$ cat src/rtl/xbus_pkg.sv
package xbus_pkg;
  parameter int WAIT_W = 4;
  parameter int DIV_W  = 3;

  typedef enum logic [1:0] {
    CMP_COUNT  = 2'd0,
    CMP_ACK    = 2'd1,
    CMP_BOTH   = 2'd2,
    CMP_EITHER = 2'd3
  } cmp_mode_e;

  typedef enum logic [1:0] {
    ST_IDLE  = 2'd0,
    ST_SETUP = 2'd1,
    ST_STRB  = 2'd2,
    ST_HOLD  = 2'd3
  } seq_st_e;

  typedef struct packed {
    logic [WAIT_W-1:0] rwait;
    logic [WAIT_W-1:0] wwait;
    cmp_mode_e         mode;
    logic              byte8;
  } win_tim_t;
endpackage

$ cat src/rtl/xbus_tick_gen.sv
module xbus_tick_gen
  import xbus_pkg::*;
(
  input  logic             clk,
  input  logic             rst_n,
  input  logic             run,
  input  logic [DIV_W-1:0] code,
  output logic             tick
);
  localparam int CNT_W = 5;

  logic [CNT_W-1:0] cnt_q, cnt_d, lim;

  always_comb begin
    case (code)
      3'd0:    lim = 5'd0;
      3'd1:    lim = 5'd1;
      3'd2:    lim = 5'd3;
      3'd3:    lim = 5'd15;
      default: lim = 5'd31;
    endcase
  end

  assign tick = run && (cnt_q == lim);

  always_comb begin
    if (!run || tick) cnt_d = '0;
    else              cnt_d = cnt_q + 1'b1;
  end

  always_ff @(posedge clk or negedge rst_n) begin
    if (!rst_n) cnt_q <= '0;
    else        cnt_q <= cnt_d;
  end
endmodule

$ cat src/rtl/xbus_win_decode.sv
module xbus_win_decode #(
  parameter int NB    = 4,
  parameter int AW    = 16,
  parameter int IDX_W = $clog2(NB)
) (
  input  logic [AW-1:0]    addr,
  input  logic [AW-1:0]    base [NB],
  input  logic [AW-1:0]    size [NB],
  output logic             hit,
  output logic [IDX_W-1:0] idx
);
  logic [NB-1:0] match;

  for (genvar b = 0; b < NB; b++) begin : g_win
    logic [AW-1:0] off;
    assign off      = addr - base[b];
    assign match[b] = (addr >= base[b]) && (off < size[b]);
  end

  always_comb begin
    hit = |match;
    idx = '0;
    for (int b = NB - 1; b >= 0; b--) begin
      if (match[b]) idx = IDX_W'(b);
    end
  end
endmodule

$ cat src/rtl/xbus_sync.sv
module xbus_sync #(
  parameter int STAGES = 2
) (
  input  logic clk,
  input  logic rst_n,
  input  logic din,
  output logic dout
);
  logic [STAGES-1:0] sh_q;

  always_ff @(posedge clk or negedge rst_n) begin
    if (!rst_n) sh_q <= '0;
    else        sh_q <= {sh_q[STAGES-2:0], din};
  end

  assign dout = sh_q[STAGES-1];
endmodule

$ cat src/rtl/xbus_waitctl.sv
module xbus_waitctl
  import xbus_pkg::*;
#(
  parameter int NB    = 4,
  parameter int AW    = 16,
  parameter int DW    = 16,
  parameter int IDX_W = $clog2(NB)
) (
  input  logic              clk,
  input  logic              rst_n,
  input  logic              cfg_bank_we,
  input  logic [IDX_W-1:0]  cfg_bank_idx,
  input  logic [AW-1:0]     cfg_base,
  input  logic [AW-1:0]     cfg_size,
  input  logic [WAIT_W-1:0] cfg_rwait,
  input  logic [WAIT_W-1:0] cfg_wwait,
  input  logic [1:0]        cfg_mode,
  input  logic              cfg_byte,
  input  logic              cfg_glob_we,
  input  logic [DIV_W-1:0]  cfg_div,
  input  logic              cfg_rd_pol,
  input  logic              cfg_wr_pol,
  input  logic              req_valid,
  input  logic              req_write,
  input  logic [AW-1:0]     req_addr,
  input  logic [DW-1:0]     req_wdata,
  output logic              req_ready,
  output logic              rsp_done,
  output logic              rsp_err,
  output logic [DW-1:0]     rsp_rdata,
  output logic [AW:0]       ext_addr,
  output logic [NB-1:0]     ext_sel,
  output logic              ext_rd,
  output logic              ext_wr,
  output logic [DW-1:0]     ext_wdata,
  output logic              ext_wdata_en,
  input  logic [DW-1:0]     ext_rdata,
  input  logic              ext_ack
);
  localparam int HW = DW / 2;

  // configuration storage
  logic [AW-1:0]    base_q [NB];
  logic [AW-1:0]    size_q [NB];
  win_tim_t         tim_q  [NB];
  logic [DIV_W-1:0] div_q;
  logic             rpol_q, wpol_q;

  // access state
  seq_st_e           st_q, st_d;
  logic              write_q, write_d;
  logic [AW-1:0]     addr_q, addr_d;
  logic [DW-1:0]     wdata_q, wdata_d;
  logic [IDX_W-1:0]  win_q, win_d;
  logic              phase_q, phase_d;
  logic [WAIT_W-1:0] cnt_q, cnt_d;
  logic [DW-1:0]     rdata_q, rdata_d;
  logic              done_q, done_d;
  logic              err_q, err_d;

  logic              busy, tick, ack_s, dec_hit, finish, cnt_zero, byte_mode;
  logic [IDX_W-1:0]  dec_idx;
  win_tim_t          cur;
  logic [WAIT_W-1:0] wait_sel;
  logic              rd_on, wr_on;

  assign busy = (st_q != ST_IDLE);

  xbus_tick_gen u_tick (
    .clk  (clk),
    .rst_n(rst_n),
    .run  (busy),
    .code (div_q),
    .tick (tick)
  );

  xbus_win_decode #(.NB(NB), .AW(AW), .IDX_W(IDX_W)) u_dec (
    .addr(req_addr),
    .base(base_q),
    .size(size_q),
    .hit (dec_hit),
    .idx (dec_idx)
  );

  xbus_sync #(.STAGES(2)) u_ack (
    .clk  (clk),
    .rst_n(rst_n),
    .din  (ext_ack),
    .dout (ack_s)
  );

  // configuration registers: writes are dropped while an access runs
  always_ff @(posedge clk or negedge rst_n) begin
    if (!rst_n) begin
      for (int b = 0; b < NB; b++) begin
        base_q[b] <= '0;
        size_q[b] <= '0;
        tim_q[b]  <= '0;
      end
      div_q  <= '0;
      rpol_q <= 1'b0;
      wpol_q <= 1'b0;
    end else begin
      if (cfg_bank_we && !busy) begin
        base_q[cfg_bank_idx]       <= cfg_base;
        size_q[cfg_bank_idx]       <= cfg_size;
        tim_q[cfg_bank_idx].rwait  <= cfg_rwait;
        tim_q[cfg_bank_idx].wwait  <= cfg_wwait;
        tim_q[cfg_bank_idx].mode   <= cmp_mode_e'(cfg_mode);
        tim_q[cfg_bank_idx].byte8  <= cfg_byte;
      end
      if (cfg_glob_we && !busy) begin
        div_q  <= cfg_div;
        rpol_q <= cfg_rd_pol;
        wpol_q <= cfg_wr_pol;
      end
    end
  end

  assign cur       = tim_q[win_q];
  assign byte_mode = cur.byte8;
  assign wait_sel  = write_q ? cur.wwait : cur.rwait;
  assign cnt_zero  = (cnt_q == '0);

  always_comb begin
    case (cur.mode)
      CMP_COUNT: finish = cnt_zero;
      CMP_ACK:   finish = ack_s;
      CMP_BOTH:  finish = ack_s && cnt_zero;
      default:   finish = ack_s || cnt_zero;
    endcase
  end

  // next-state logic
  always_comb begin
    st_d    = st_q;
    write_d = write_q;
    addr_d  = addr_q;
    wdata_d = wdata_q;
    win_d   = win_q;
    phase_d = phase_q;
    cnt_d   = cnt_q;
    rdata_d = rdata_q;
    done_d  = 1'b0;
    err_d   = 1'b0;
    case (st_q)
      ST_IDLE: begin
        if (req_valid) begin
          if (dec_hit) begin
            st_d    = ST_SETUP;
            write_d = req_write;
            addr_d  = req_addr;
            wdata_d = req_wdata;
            win_d   = dec_idx;
            phase_d = 1'b0;
          end else begin
            done_d = 1'b1;
            err_d  = 1'b1;
          end
        end
      end
      ST_SETUP: begin
        if (tick) begin
          st_d  = ST_STRB;
          cnt_d = wait_sel;
        end
      end
      ST_STRB: begin
        if (tick) begin
          if (finish) begin
            st_d = ST_HOLD;
            if (!write_q) begin
              if (!byte_mode)   rdata_d = ext_rdata;
              else if (phase_q) rdata_d[DW-1:HW] = ext_rdata[HW-1:0];
              else              rdata_d[HW-1:0]  = ext_rdata[HW-1:0];
            end
          end else if (!cnt_zero) begin
            cnt_d = cnt_q - 1'b1;
          end
        end
      end
      default: begin
        if (tick) begin
          if (byte_mode && !phase_q) begin
            phase_d = 1'b1;
            st_d    = ST_SETUP;
          end else begin
            st_d   = ST_IDLE;
            done_d = 1'b1;
          end
        end
      end
    endcase
  end

  // state registers
  always_ff @(posedge clk or negedge rst_n) begin
    if (!rst_n) begin
      st_q    <= ST_IDLE;
      write_q <= 1'b0;
      addr_q  <= '0;
      wdata_q <= '0;
      win_q   <= '0;
      phase_q <= 1'b0;
      cnt_q   <= '0;
      rdata_q <= '0;
      done_q  <= 1'b0;
      err_q   <= 1'b0;
    end else begin
      st_q    <= st_d;
      write_q <= write_d;
      addr_q  <= addr_d;
      wdata_q <= wdata_d;
      win_q   <= win_d;
      phase_q <= phase_d;
      cnt_q   <= cnt_d;
      rdata_q <= rdata_d;
      done_q  <= done_d;
      err_q   <= err_d;
    end
  end

  // external pins
  for (genvar b = 0; b < NB; b++) begin : g_sel
    assign ext_sel[b] = busy && (win_q == IDX_W'(b));
  end

  assign rd_on        = (st_q == ST_STRB) && !write_q;
  assign wr_on        = (st_q == ST_STRB) &&  write_q;
  assign ext_rd       = rd_on ? rpol_q : ~rpol_q;
  assign ext_wr       = wr_on ? wpol_q : ~wpol_q;
  assign ext_addr     = byte_mode ? {addr_q, phase_q} : {1'b0, addr_q};
  assign ext_wdata    = !byte_mode ? wdata_q
                      : (phase_q ? {{HW{1'b0}}, wdata_q[DW-1:HW]}
                                 : {{HW{1'b0}}, wdata_q[HW-1:0]});
  assign ext_wdata_en = busy && write_q;

  assign req_ready = !busy;
  assign rsp_done  = done_q;
  assign rsp_err   = err_q;
  assign rsp_rdata = rdata_q;
endmodule

$ cat config.mk
export PLATFORM = sky130hd
export DESIGN_NAME = xbus_waitctl
export DESIGN_NICKNAME = d
export VERILOG_FILES = /design/src/rtl/xbus_pkg.sv /design/src/rtl/xbus_tick_gen.sv /design/src/rtl/xbus_win_decode.sv /design/src/rtl/xbus_sync.sv /design/src/rtl/xbus_waitctl.sv
export SDC_FILE = /design/constraint.sdc
export NUM_CORES = 1
export LEC_CHECK = 0
export ABC_AREA = 1
export BUFFER_PORTS_ARGS = -buffer_cell sky130_fd_sc_hd__buf_2
export CORE_MARGIN = 3
export CORE_UTILIZATION = 35
export DETAILED_ROUTE_END_ITERATION = 16
export HOLD_SLACK_MARGIN = 0.05
export PLACE_DENSITY = 0.57
export RECOVER_POWER = 25
export SLEW_MARGIN = 20
export SYNTH_ARGS = -nofsm -noshare
export SYNTH_HDL_FRONTEND = slang
export SYNTH_HIERARCHICAL = 1
export SYNTH_SLANG_ARGS = --single-unit
$ cat constraint.sdc
create_clock -name clk -period 6.8 [get_ports clk]
set_clock_uncertainty 0.1 [all_clocks]
set_input_delay 1.7 -clock clk [delete_from_list [all_inputs] [get_ports clk]]
set_output_delay 1.7 -clock clk [all_outputs]
set_load 0.05 [all_outputs]
==> out/results.tsv <==
metric	value	unit
outcome	finished, violations left	
violated checks	capacitance limit, slew limit	
hold slack final	253.0	ps
Yosys warnings	6	
CP delay by family, top	buffers and inverters	
Syn Nets	2190	
worst vdd ir	330.3	µV
worst-margin pin slew	3402	ps
grt peak-use layer	met2	
cell count after synthesis	1951	
Worst Path Buf+Inv	6	
grt met3 use	2.536	%
leak pwr	9.305	nW
ranking of synthesized cells by area	dfrtp_1, nand2_1, ha_1	
Max Cap Viol	4	
CP Launch Point	req_addr[0]	
met2 usage	28.07	%
Reg2Reg Setup Slack	2550	ps
Worst Reg-to-Reg Cells	7	
worst hold path depth	0	
post-synthesis compound-gate area fraction	13.54	%
total grt overflow	0	
Yosys top cell area share	40.25	%
CP arrival	5660	ps
CTS tree	yes	
Post-Synth XOR/XNOR Area	2.945	%
mapped cell area	15170	µm²
crit-path cells	buf_2 -> inv_1 -> ha_1 -> fa_1 -> inv_1 -> nand2_1 -> nand2_1 -> and2_1 -> a31oi_1 -> o21ai_1 -> xor2_1 -> ha_1 -> nand2_1 -> inv_1 -> o21ai_0 -> a21oi_1 -> nor2_1 -> nand3_1 -> o21ai_0 -> inv_1 -> nand2_1 -> nand3_2 -> buf_4 -> mux2_2	
Num CTS Buffers	31	
area after detailed placement	16540	µm²
setup violators final	0	
Setup Fix Bufs, Post-CTS	0	
Final Net Count	2338	
CP max stage delay	450	ps
met1 Track Usage GR	26.81	%
setup TNS	0	ps
drt initial violations	860	
num rows	75	
total number of vias	12990	
fin crit share	77.93	%
RSZ-0062 raised after global routing	no	
non-filler cells, final	2702	
Max Slew Vio Count	375	
final setup margin	1501	ps
reg2reg start	st_q[0]	
Async S/R FF share, synth	100.0	%
R2R Path End	base_q[55]	
Final ANT Viol Nets	0	
Post-CTS Hold Fix Bufs	0	
EDFF count, synth	0	
# port buffers	163	
drt drc	0	
maximum root-to-sink buffer count	3	
clk root buf	clkbuf_16	
Placed Instances	2643	
Area Growth Syn to Fin	16.70	%
Power Total	10.36	mW
initial antenna violation count	1	
Critical Path Sink Type	flop	
gr usage total	18.08	%
CTS clock-pin slew for the worst setup and hold paths	60	ps
wire length per cell	15.50	µm
Routed WL	41.89	mm
Post-Synth Adder-Cell Area	11.25	%
Worst Hold Endpoint	u_ack/sh_q[1]	
Core Area	42420	µm²
global-route wire length before repair	67.86	mm
pre-CTS setup slack	921.5	ps
first-pass detailed-route iteration total	5	
clk_lat worst skew	580	ps
hold path startpoint	u_ack/sh_q[0]	
Die X-Extent	214.2	µm
Slowest-stage cell, CP	buf_4	
largest net degree at the start of global routing	132	
crit path time final	5299	ps
main combinational cell family by area after synthesis	simple AND/OR/NAND/NOR gates	
Post-Synth Simple-Gate Area	21.29	%
gpl congestion	0.8833	
hold crit path type	reg2reg	
final core occ	41.74	%
Yosys reg bits	244	
PwrDens	584.9	nW/µm²
CP required	7160	ps
count of different cell masters after synthesis	48	
Slew HR	-126.8	%
Post-DP HPWL	31.14	mm
Initial Util	35.76	%
die area	45880	µm²
Final Cell Area	17700	µm²
drt via density	4.808	
share of cells above drive strength 1	13.24	%
vias in the first global route	12770	
critical path startpoint category	primary input	
chip height	214.2	µm
crit path kind	in2reg	
mean post-synth cell area	7.775	µm²
clock sinks	244	
post-synthesis sequential area ratio	40.25	%
Fmax	188.7	MHz
area leader, netlist	dfrtp_1	
# IOs	164	
CP max FO	52	
main flop type after synthesis	dfrtp_1	
Hold Vio Cnt, Final	0	
H-tree depth	1	
mux share of post-synthesis cell area	1.707	%
post-cts resize count	0	
-- placed cells by master (no fill, tap or decap), types with 3 or more instances in the layout --
cell type  count
and2_1         3
dfrtp_1      244
o21ai_0      168
o21a_1         5
buf_2        161
nor2_2         3
nand3_2        5
ha_1         130
o21ai_1       24
o21ai_2        7
nor2_1       137
clkbuf_8       7
xor2_1        36
bufinv_16      9
nand4_1       31
clkinv_2       4
clkbuf_16     31
nand2_1      495
fa_1           4
inv_1        289
a21oi_1      151
a21o_1        11
mux2_2        23
clkbuf_1       8
nand2_4        6
xnor2_1       15
nor3_1         8
nand3_1       67
-- cells by family after synthesis --
group                      count (synthesis)
and+or+nand+nor                          771
AOI/OAI and AO/OA                        381
buffers and inverters                    347
DFF                                      244
adders and majority gates                134
xor gates and xnor gates                  51
muxes                                     23
-- flip-flops by register name (all words and copies together), names as in the netlist, 3 cells and up --
| register | flops |
|---|---|
| tim_q | 44 |
| size_q | 64 |
| wdata_q | 16 |
| rsp_rdata | 16 |
| div_q | 3 |
| cnt_q | 4 |
| base_q | 64 |
| u_tick/cnt_q | 5 |
| addr_q | 16 |
-- where the power goes --
part	internal [mW]	leakage (nW)	switching, mW
logic	2.01	5.81	3.92
clock network	1.25	0.592	0.655
registers	2.12	2.90	0.409
-- metal layers --
layer / up-vias / share of wire [%]
li1: 6573 / -
met3: 50 / 5.3
met2: 316 / 43
met1: 6053 / 50
met5: - / 0
met4: 0 / 1.9
-- cells in the mapped netlist (5+ instances only) --
cell and count:
clkbuf_1 33, o21a_1 5, nand2_1 494, buf_6 5, nand2_4 6, dfrtp_1 244
mux2_2 23, o21ai_2 7, buf_2 9, a21o_1 11, o21ai_0 168, nand4_1 31
nor3_1 9, nor2_1 137, o21ai_1 24, xnor2_1 15, ha_1 130, inv_1 289
a21oi_1 151, xor2_1 36, nand3_1 69
-- final cells by class --
type | instances | area (µm²)
multi-input combinational | 1360 | 7707
clock inverter | 16 | 316.6
fill | 4351 | 24710
inverter | 292 | 1099
antenna | 2 | 5.005
tap | 577 | 721.9
sequential | 244 | 6106
timing repair buffer | 170 | 864.6
clock buffer | 41 | 883.3
-- worst max path at each step --
stage	cells after the start	slack [ps]	to
2_1_floorplan	24	1740	addr_q[11]
3_3_place_gp	24	1030	addr_q[10]
3_5_place_dp	24	920	addr_q[10]
4_1_cts	24	1530	addr_q[14]
5_1_grt	24	1160	addr_q[12]
6_report	24	1500	wdata_q[1]
(Power assumes the default switching activity.)
